**config.mk**
```make
export PLATFORM = sky130hd
export DESIGN_NAME = adc_phase_clkgen
export DESIGN_NICKNAME = d
export VERILOG_FILES = /design/src/rtl/acg_pkg.sv /design/src/rtl/acg_ctrl.sv /design/src/rtl/acg_datapath.sv /design/src/rtl/adc_phase_clkgen.sv
export SDC_FILE = /design/constraint.sdc
export NUM_CORES = 1
export LEC_CHECK = 0
export BUFFER_PORTS_ARGS = -buffer_cell sky130_fd_sc_hd__buf_2
export CAP_MARGIN = 5
export CELL_PAD_IN_SITES_DETAIL_PLACEMENT = 0
export CELL_PAD_IN_SITES_GLOBAL_PLACEMENT = 2
export CORE_AREA = 2 2 87 89
export DETAILED_ROUTE_END_ITERATION = 8
export DIE_AREA = 0 0 89 91
export GPL_TIMING_DRIVEN = 0
export PLACE_DENSITY_LB_ADDON = 0.1
export SYNTH_ARGS = -nofsm -noshare
export SYNTH_HDL_FRONTEND = slang
export SYNTH_SLANG_ARGS = --single-unit
```
**constraint.sdc**
```tcl
create_clock -name clk -period 5.6 [get_ports clk]
set_clock_uncertainty 0.05 [all_clocks]
set_input_delay 0.28 -clock clk [delete_from_list [all_inputs] [get_ports clk]]
set_output_delay 0.28 -clock clk [all_outputs]
set_load 0.03 [all_outputs]
```
**src/rtl/acg_pkg.sv**
```systemverilog
package acg_pkg;
  typedef struct packed {
    logic load;
    logic clear;
    logic rise;
    logic fall;
  } acgStrobes_t;
endpackage

```
**src/rtl/acg_ctrl.sv**
```systemverilog
module acg_ctrl
  import acg_pkg::*;
#(
  parameter int CFG_W = 8
) (
  input  logic             clk,
  input  logic             rstN,
  input  logic             startReq,
  input  logic             stopReq,
  input  logic             firstEdge,
  input  logic             stretchReq,
  input  logic             clkLevel,
  input  logic [CFG_W-1:0] lastHigh,
  input  logic [CFG_W-1:0] lastLow,
  input  logic             phaseOk,
  output acgStrobes_t      st
);
  logic             running;
  logic [CFG_W-1:0] phaseCnt;
  logic [CFG_W-1:0] phaseLast;
  logic             riseDue;

  assign phaseLast = clkLevel ? lastHigh : lastLow;
  assign riseDue   = running && !clkLevel && (phaseCnt == lastLow);

  always_comb begin
    st = '0;
    if (stopReq) begin
      st.clear = 1'b1;
    end else if (startReq) begin
      st.load = 1'b1;
    end else if (running) begin
      // held edge: stretch always blocks, phase alignment blocks unless first edge
      st.rise = riseDue && !stretchReq && (firstEdge || phaseOk);
      st.fall = clkLevel && (phaseCnt == lastHigh);
    end
  end

  always_ff @(posedge clk or negedge rstN) begin
    if (!rstN) begin
      running  <= 1'b0;
      phaseCnt <= '0;
    end else if (st.clear) begin
      running  <= 1'b0;
      phaseCnt <= '0;
    end else if (st.load) begin
      running  <= 1'b1;
      phaseCnt <= '0;
    end else if (st.rise || st.fall) begin
      phaseCnt <= '0;
    end else if (running && (phaseCnt != phaseLast)) begin
      phaseCnt <= phaseCnt + 1'b1;
    end
  end
endmodule

```
**src/rtl/acg_datapath.sv**
```systemverilog
module acg_datapath
  import acg_pkg::*;
#(
  parameter int CFG_W    = 8,
  parameter int HALF_MAX = 30,
  localparam int HALF_W  = $clog2(HALF_MAX + 1)
) (
  input  logic              clk,
  input  logic              rstN,
  input  acgStrobes_t       st,
  input  logic [CFG_W-1:0]  periodCfg,
  input  logic [CFG_W-1:0]  phaseCfg,
  input  logic              syncEn,
  input  logic [CFG_W-1:0]  globalPhase,
  output logic              adcClk,
  output logic              riseStrobe,
  output logic              fallStrobe,
  output logic [HALF_W-1:0] halfCycle,
  output logic [CFG_W-1:0]  lastHigh,
  output logic [CFG_W-1:0]  lastLow,
  output logic              phaseOk
);
  logic [CFG_W-1:0] periodL;
  logic [CFG_W-1:0] phaseL;
  logic             syncL;
  logic [CFG_W-1:0] halfP;

  assign halfP    = periodL >> 1;
  assign lastHigh = halfP;
  assign lastLow  = (periodL == '0) ? '0 : (periodL - halfP - 1'b1);
  assign phaseOk  = !syncL || (globalPhase == phaseL);

  always_ff @(posedge clk or negedge rstN) begin
    if (!rstN) begin
      periodL <= '0;
      phaseL  <= '0;
      syncL   <= 1'b0;
    end else if (st.load) begin
      periodL <= periodCfg;
      phaseL  <= phaseCfg;
      syncL   <= syncEn;
    end
  end

  always_ff @(posedge clk or negedge rstN) begin
    if (!rstN) begin
      adcClk     <= 1'b0;
      halfCycle  <= '0;
      riseStrobe <= 1'b0;
      fallStrobe <= 1'b0;
    end else begin
      riseStrobe <= st.rise;
      fallStrobe <= st.fall;
      if (st.clear || st.load) begin
        adcClk    <= 1'b0;
        halfCycle <= '0;
      end else if (st.rise || st.fall) begin
        adcClk <= st.rise;
        if (halfCycle != HALF_W'(HALF_MAX)) halfCycle <= halfCycle + 1'b1;
      end
    end
  end
endmodule

```
**src/rtl/adc_phase_clkgen.sv**
```systemverilog
module adc_phase_clkgen
  import acg_pkg::*;
#(
  parameter int CFG_W    = 8,
  parameter int HALF_MAX = 30,
  localparam int HALF_W  = $clog2(HALF_MAX + 1)
) (
  input  logic              clk,
  input  logic              rstN,
  input  logic              startReq,
  input  logic              stopReq,
  input  logic [CFG_W-1:0]  periodCfg,
  input  logic [CFG_W-1:0]  phaseCfg,
  input  logic              syncEn,
  input  logic [CFG_W-1:0]  globalPhase,
  input  logic              firstEdge,
  input  logic              stretchReq,
  output logic              adcClk,
  output logic              riseStrobe,
  output logic              fallStrobe,
  output logic [HALF_W-1:0] halfCycle
);
  acgStrobes_t      st;
  logic [CFG_W-1:0] lastHigh;
  logic [CFG_W-1:0] lastLow;
  logic             phaseOk;

  acg_ctrl #(.CFG_W(CFG_W)) u_ctrl (
    .clk(clk), .rstN(rstN), .startReq(startReq), .stopReq(stopReq),
    .firstEdge(firstEdge), .stretchReq(stretchReq), .clkLevel(adcClk),
    .lastHigh(lastHigh), .lastLow(lastLow), .phaseOk(phaseOk), .st(st)
  );

  acg_datapath #(.CFG_W(CFG_W), .HALF_MAX(HALF_MAX)) u_dp (
    .clk(clk), .rstN(rstN), .st(st), .periodCfg(periodCfg),
    .phaseCfg(phaseCfg), .syncEn(syncEn), .globalPhase(globalPhase),
    .adcClk(adcClk), .riseStrobe(riseStrobe), .fallStrobe(fallStrobe),
    .halfCycle(halfCycle), .lastHigh(lastHigh), .lastLow(lastLow),
    .phaseOk(phaseOk)
  );
endmodule

```
After elaboration in Yosys (flattened, before gate mapping)
Index checks and enable logic that the tools add are counted.

storage, ports and cells
  register bits after elaboration = 34
  memories = 0
  bits of input ports = 31
  bits in latches = 0
  logic and storage cells = 56
  output and inout port bits = 8
  memory bits (read-only) = 0
  bits in writable memories = 0

operators by class
  equal/unequal tests = 5
  shift-type cells = 0
  order comparisons = 0
  multiply operators = 0
  reductions and logical operators = 19
  bitwise operators = 0
  multiplexer cells = 19
  div/mod/pow operators = 0
  $add $sub $neg = 4

operators by type and width
  operator                                                            count
  8-bit two-way mux                                                   6
  8-bit == test                                                       2
  5-bit two-way mux                                                   3
  8-bit by 1-bit adder with 8-bit output, second input constant       1
  8-bit by 7-bit == test with 1-bit output                            1
  8-bit logical NOT                                                   1
  8-bit != test                                                       1
  8-bit by 1-bit subtractor with 8-bit output, second input constant  1
  8-bit by 7-bit subtractor with 8-bit output                         1
  1-bit two-way mux                                                   7
  1-bit logical AND                                                   6
  2-bit two-way mux                                                   3
  2-bit nonzero test                                                  3
  5-bit by 1-bit adder with 5-bit output, second input constant       1
  5-bit != test, second input constant                                1
  1-bit logical OR                                                    4
  4-bit nonzero test                                                  1
  1-bit logical NOT                                                   3
  2-bit AND reduction                                                 1

Depth between registers and ports, before layout
  depth in word-level cells = 14
  mapped depth = 13

Hierarchy
A second synthesis with hierarchy kept.

unflattened totals
  cells, all modules = 242
  area total of the unflattened synthesis = 2304.7 um^2

modules (own cells, without submodules)
  module        instances  area each (um^2)  cells an instance
  acg_datapath  1          1557.7            159
  acg_ctrl      1          747.0             83

Least setup slack after synthesis
OpenSTA, ideal clock, no wires.

  kind = register to register
  from = register u_dp.periodL[1]
  to = register u_ctrl.phaseCnt[5]
  path buffers = 1
  required time = 5.407 ns
  cell stages (with the launch flop) = 13
  library setup time = 0.143 ns
  data arrival time = 3.055 ns
  setup slack = 2.353 ns
  cell sequence = dfrtp_1 > inv_1 > ha_1 > fa_1 > xor2_2 > xnor2_1 > a2111oi_1 > o21ai_0 > or4_4 > o41ai_4 > buf_6 > or3_1 > a21oi_1

on the way
  word-level cells in the longest chain between the ends = 14

RTL lines
  item                                         RTL line            RTL
  from (decl)                                  acg_datapath.sv:23  logic [CFG_W-1:0] periodL;
  from (signal assigned)                       acg_datapath.sv:39  periodL <= periodCfg;
  8-bit by 7-bit subtractor with 8-bit output  acg_datapath.sv:30  assign lastLow = (periodL == '0) ? '0 : (periodL - halfP - 1'b1);
  8-bit by 1-bit subtractor with 8-bit output  acg_datapath.sv:30
  8-bit two-way mux                            acg_datapath.sv:30
  8-bit == test                                acg_ctrl.sv:24      assign riseDue = running && !clkLevel && (phaseCnt == lastLow);
  1-bit logical AND                            acg_ctrl.sv:24
  1-bit logical AND (2 in series)              acg_ctrl.sv:34      st.rise = riseDue && !stretchReq && (firstEdge || phaseOk);
  2-bit two-way mux                            acg_ctrl.sv:32      end else if (running) begin
  2-bit two-way mux                            acg_ctrl.sv:30      end else if (startReq) begin
  2-bit two-way mux                            acg_ctrl.sv:28      if (stopReq) begin
  1-bit logical OR                             acg_ctrl.sv:49      end else if (st.rise || st.fall) begin
  8-bit two-way mux                            acg_ctrl.sv:49
  8-bit two-way mux                            acg_ctrl.sv:46      end else if (st.load) begin
  8-bit two-way mux                            acg_ctrl.sv:43      end else if (st.clear) begin
  to (signal assigned)                         acg_ctrl.sv:52      phaseCnt <= phaseCnt + 1'b1;
  to (decl)                                    acg_ctrl.sv:19      logic [CFG_W-1:0] phaseCnt;

Parallel ways exist; a longest one is shown, timed or not.
A chain may end at the register's enable or synchronous reset.

Worst setup path in the final report
  from = register u_dp.periodL[1]
  to = register u_ctrl.phaseCnt[2]

The elaborated chain is that of the path after synthesis.

==> flow_summary_export.csv <==
group,metric,value,unit
floorplanning,start_util,36.82,%
clock_tree,ctsRootBufferMaster,"clkbuf_8",
clock_tree,cts_hold_buf,0,
clock_tree,cts_tree,"yes",
floorplanning,coreArea,0.007137,mm^2
clock_tree,numCtsBuffers,5,
drt,drc,0,
clock_tree,clk_path_buf_depth,2,
global_routing,grt_max_degree,35,
logic_synthesis,yosysMostFrequentCell,"dfrtp_1",
logic_synthesis,yosys.area.top_type,"dfrtp_1",
timing,maxSlewViolCount,0,
timing,setup_tns,0,ns
place,routabilityCongestion,0.7486,
floorplanning,fp-row-count,31,
layout,final_area,0.003033,mm^2
hold_path,hp-class,"in -> async",
place,dp_hpwl,4.928,mm
critical_path,crit_buf_inv,2,
timing,tightest_slew,0.7814,ns
timing,fin_crit,3.696,ns
drt,first_pass_iters,4,
critical_path,worstPathMaxFanout,10,
logic_synthesis,yosysSeqAreaShare,32.38,%
drt,viasPerCell,5.162,
drt,ant_nets,0,
logic_synthesis,synth_edf_count,0,
logic_synthesis,yosysTopAreaCellShare,32.38,%
timing,hold_ws,0.02105,ns
critical_path,timing.rr.start,"u_dp.periodL[1]",
global_routing,grt_pass1_vias,2219,
logic_synthesis,async_reset_ff_share,100.0,%
clock_tree,clk-insertion-delay-late,0.29,ns
floorplanning,die_area,0.008099,mm^2
critical_path,endpoint,"u_ctrl.phaseCnt[2]",
global_routing,grt_util_all_layers,17.51,%
layout,insertedDiodeCount,0,
global_routing,antenna_found_initial,0,
critical_path,rrSetupSlack,1.90,ns
outcome,status,"finished, final reports clean",
layout,area_delta_synth_final,15.43,%
critical_path,crit_cells,12,
clock_tree,clk_pin_slew_worst_paths,0.08,ns
power_and_ir_drop,cellPowerDensity,257.9,mW/mm^2
logic_synthesis,avgSynthCellArea,8.968,um^2
clock_tree,cts_setup_buffers,0,
logic_synthesis,syn_nets,339,
logic_synthesis,synth.area.top_cells,"dfrtp_1, ha_1, xnor2_1",
timing,finalHoldViolCount,0,
layout,stdcell_count,438,
timing,rsz0062_at_grt,"no",
critical_path,path_class,"reg -> reg",
drt,routed_wl,6.511,mm
critical_path,cp_cell_sequence,"inv_1 -> ha_1 -> fa_1 -> xor2_2 -> xnor2_1 -> a2111oi_1 -> o21ai_0 -> or4_4 -> o41ai_4 -> buf_6 -> or3_1 -> a21oi_1",
power_and_ir_drop,ir_worst_vdd,127.9,uV
critical_path,crit_start,"u_dp.periodL[1]",
critical_path,required,5.69,ns
critical_path,worstPathArrival,3.79,ns
critical_path,start_kind,"flop",
critical_path,r2r_end,"u_ctrl.phaseCnt[2]",
layout,nNetsFinal,384,
timing,post-route-period-util,66.00,%
timing,setup_viol,0,
logic_synthesis,ys_dominant_reg_cell,"dfrtp_1",
place,io_buffers,38,
clock_tree,htree_num_levels,2,
logic_synthesis,ys_warn_count,0,
logic_synthesis,yosysUniqueCellTypes,60,
critical_path,cp_top_family,"compound AO/OA/AOI/OAI gates",
floorplanning,io_pins,39,
place,place_inst,430,
global_routing,grt_pass1_wl,11.04,mm
timing,relSlewSlack,47.90,%
clock_tree,cts_sinks,34,
drt,num_vias,2261,
critical_path,critical-path-max-stage-delay,0.57,ns
power_and_ir_drop,p_leak,1.293,nW
timing,fmax,0.2706,GHz
clock_tree,post_cts_resized,0,
logic_synthesis,ys_ff_latch,34,
logic_synthesis,netlist_top_cells_count,"dfrtp_1, nand2_1, xnor2_1, a21oi_1, inv_1",
place,place_area,0.002942,mm^2
floorplanning,die_width,89,um
logic_synthesis,syn_area,0.002628,mm^2
layout,drive_gt1_share,21.53,%
logic_synthesis,syn_inst,293,
drt,wire_per_inst,14.87,um
critical_path,reg2reg_depth,12,
global_routing,grt-ovfl-total,0,
drt,drt_iter0_markers,80,
job,drv_cap,0,
critical_path,slowest_stage,"or4_4",
floorplanning,fp.dieH,91,um
critical_path,crit_path_end_kind,"flop",
==> registers in the layout, summed over array words and instances, names as in the netlist <==
signal / flops
u_ctrl.phaseCnt: 8
u_dp.phaseL: 8
u_dp.fallStrobe: 1
u_ctrl.running: 1
u_dp.periodL: 8
u_dp.riseStrobe: 1
u_dp.adcClk: 1
u_dp.syncL: 1
u_dp.halfCycle: 5
==> report_power, final <==
part / leakage [nW] / switching [mW] / internal [mW] / total (mW)
Combinational: 0.805 / 0.171 / 0.135 / 0.306
Sequential: 0.440 / 0.0189 / 0.263 / 0.282
Clock: 0.0482 / 0.0949 / 0.0994 / 0.194
==> how the worst min path moves through the flow <==
| stage | from | to | slack (ns) | cells after the start |
|---|---|---|---|---|
| after global routing | rstN | u_dp.periodL[2] | 0.09 | 1 |
| after CTS | rstN | u_dp.periodL[3] | 0.05 | 1 |
| final | rstN | u_dp.periodL[2] | 0.02 | 1 |
| after detailed placement | rstN | u_dp.phaseL[1] | 0.36 | 1 |
| after global placement | rstN | u_dp.phaseL[1] | 0.36 | 1 |
| after floorplan | rstN | u_ctrl.phaseCnt[0] | -0.07 | 0 |
==> placed cells by master, fill, tap and decap left out, types with 3 or more instances in the layout <==
master | netlist | routed
and3_1 | 5 | 5
dfrtp_1 | 34 | 34
mux2_2 | 9 | 9
ha_1 | 14 | 14
o21ai_1 | 7 | 7
mux2i_1 | 3 | 3
nand2b_1 | 5 | 5
clkbuf_1 | 6 | 7
clkbuf_8 | 0 | 6
a21oi_1 | 17 | 17
xnor2_1 | 20 | 20
nand3_1 | 13 | 13
nor2_1 | 13 | 13
xor2_1 | 5 | 5
nand2_1 | 23 | 23
nor3b_1 | 4 | 4
inv_1 | 16 | 16
nor2b_1 | 4 | 4
a21o_1 | 3 | 3
nor3_1 | 10 | 10
or3_1 | 11 | 11
a211o_1 | 3 | 3
nand4_1 | 6 | 6
o21ai_0 | 14 | 14
buf_2 | 5 | 43
==> cell families after synthesis <==
group	synth area share, %
AOI/OAI and AO/OA	17.76
xor gates and xnor gates	8.953
adders and majority gates	7.429
buffers and inverters	5.238
DFF	32.38
muxes	5.000
and+or+nand+nor	23.24
==> cell type report <==
class / instances / area, um^2
plain buffers: 15 / 77.57
clock buffers: 7 / 86.33
clock inverters: 1 / 5.005
fillers: 778 / 4104
inverters: 16 / 60.06
multi-input cells: 228 / 1639
flip-flops and latches: 34 / 850.8
well taps: 99 / 123.9
repair buffers: 38 / 190.2
==> through the flow <==
stage	utilization, %	power [mW]	worst slack [ns]
after floorplan	-	0.5196	2.353
after global placement	41.22	0.5894	1.914
after detailed placement	41.22	0.5898	1.964
after CTS	42.50	0.7903	1.912
after global routing	42.50	0.8358	1.644
final	42.50	0.7822	1.904
==> layer usage <==
layer	vias to the layer above	GRT usage, %	part of all wire, %
li1	1156	-	-
met1	1057	25.86	51
met2	43	26.80	45
met3	5	2.727	2.9
met4	0	4.104	1.1
met5	-	0	0
Power figures use the tool's default switching activity.
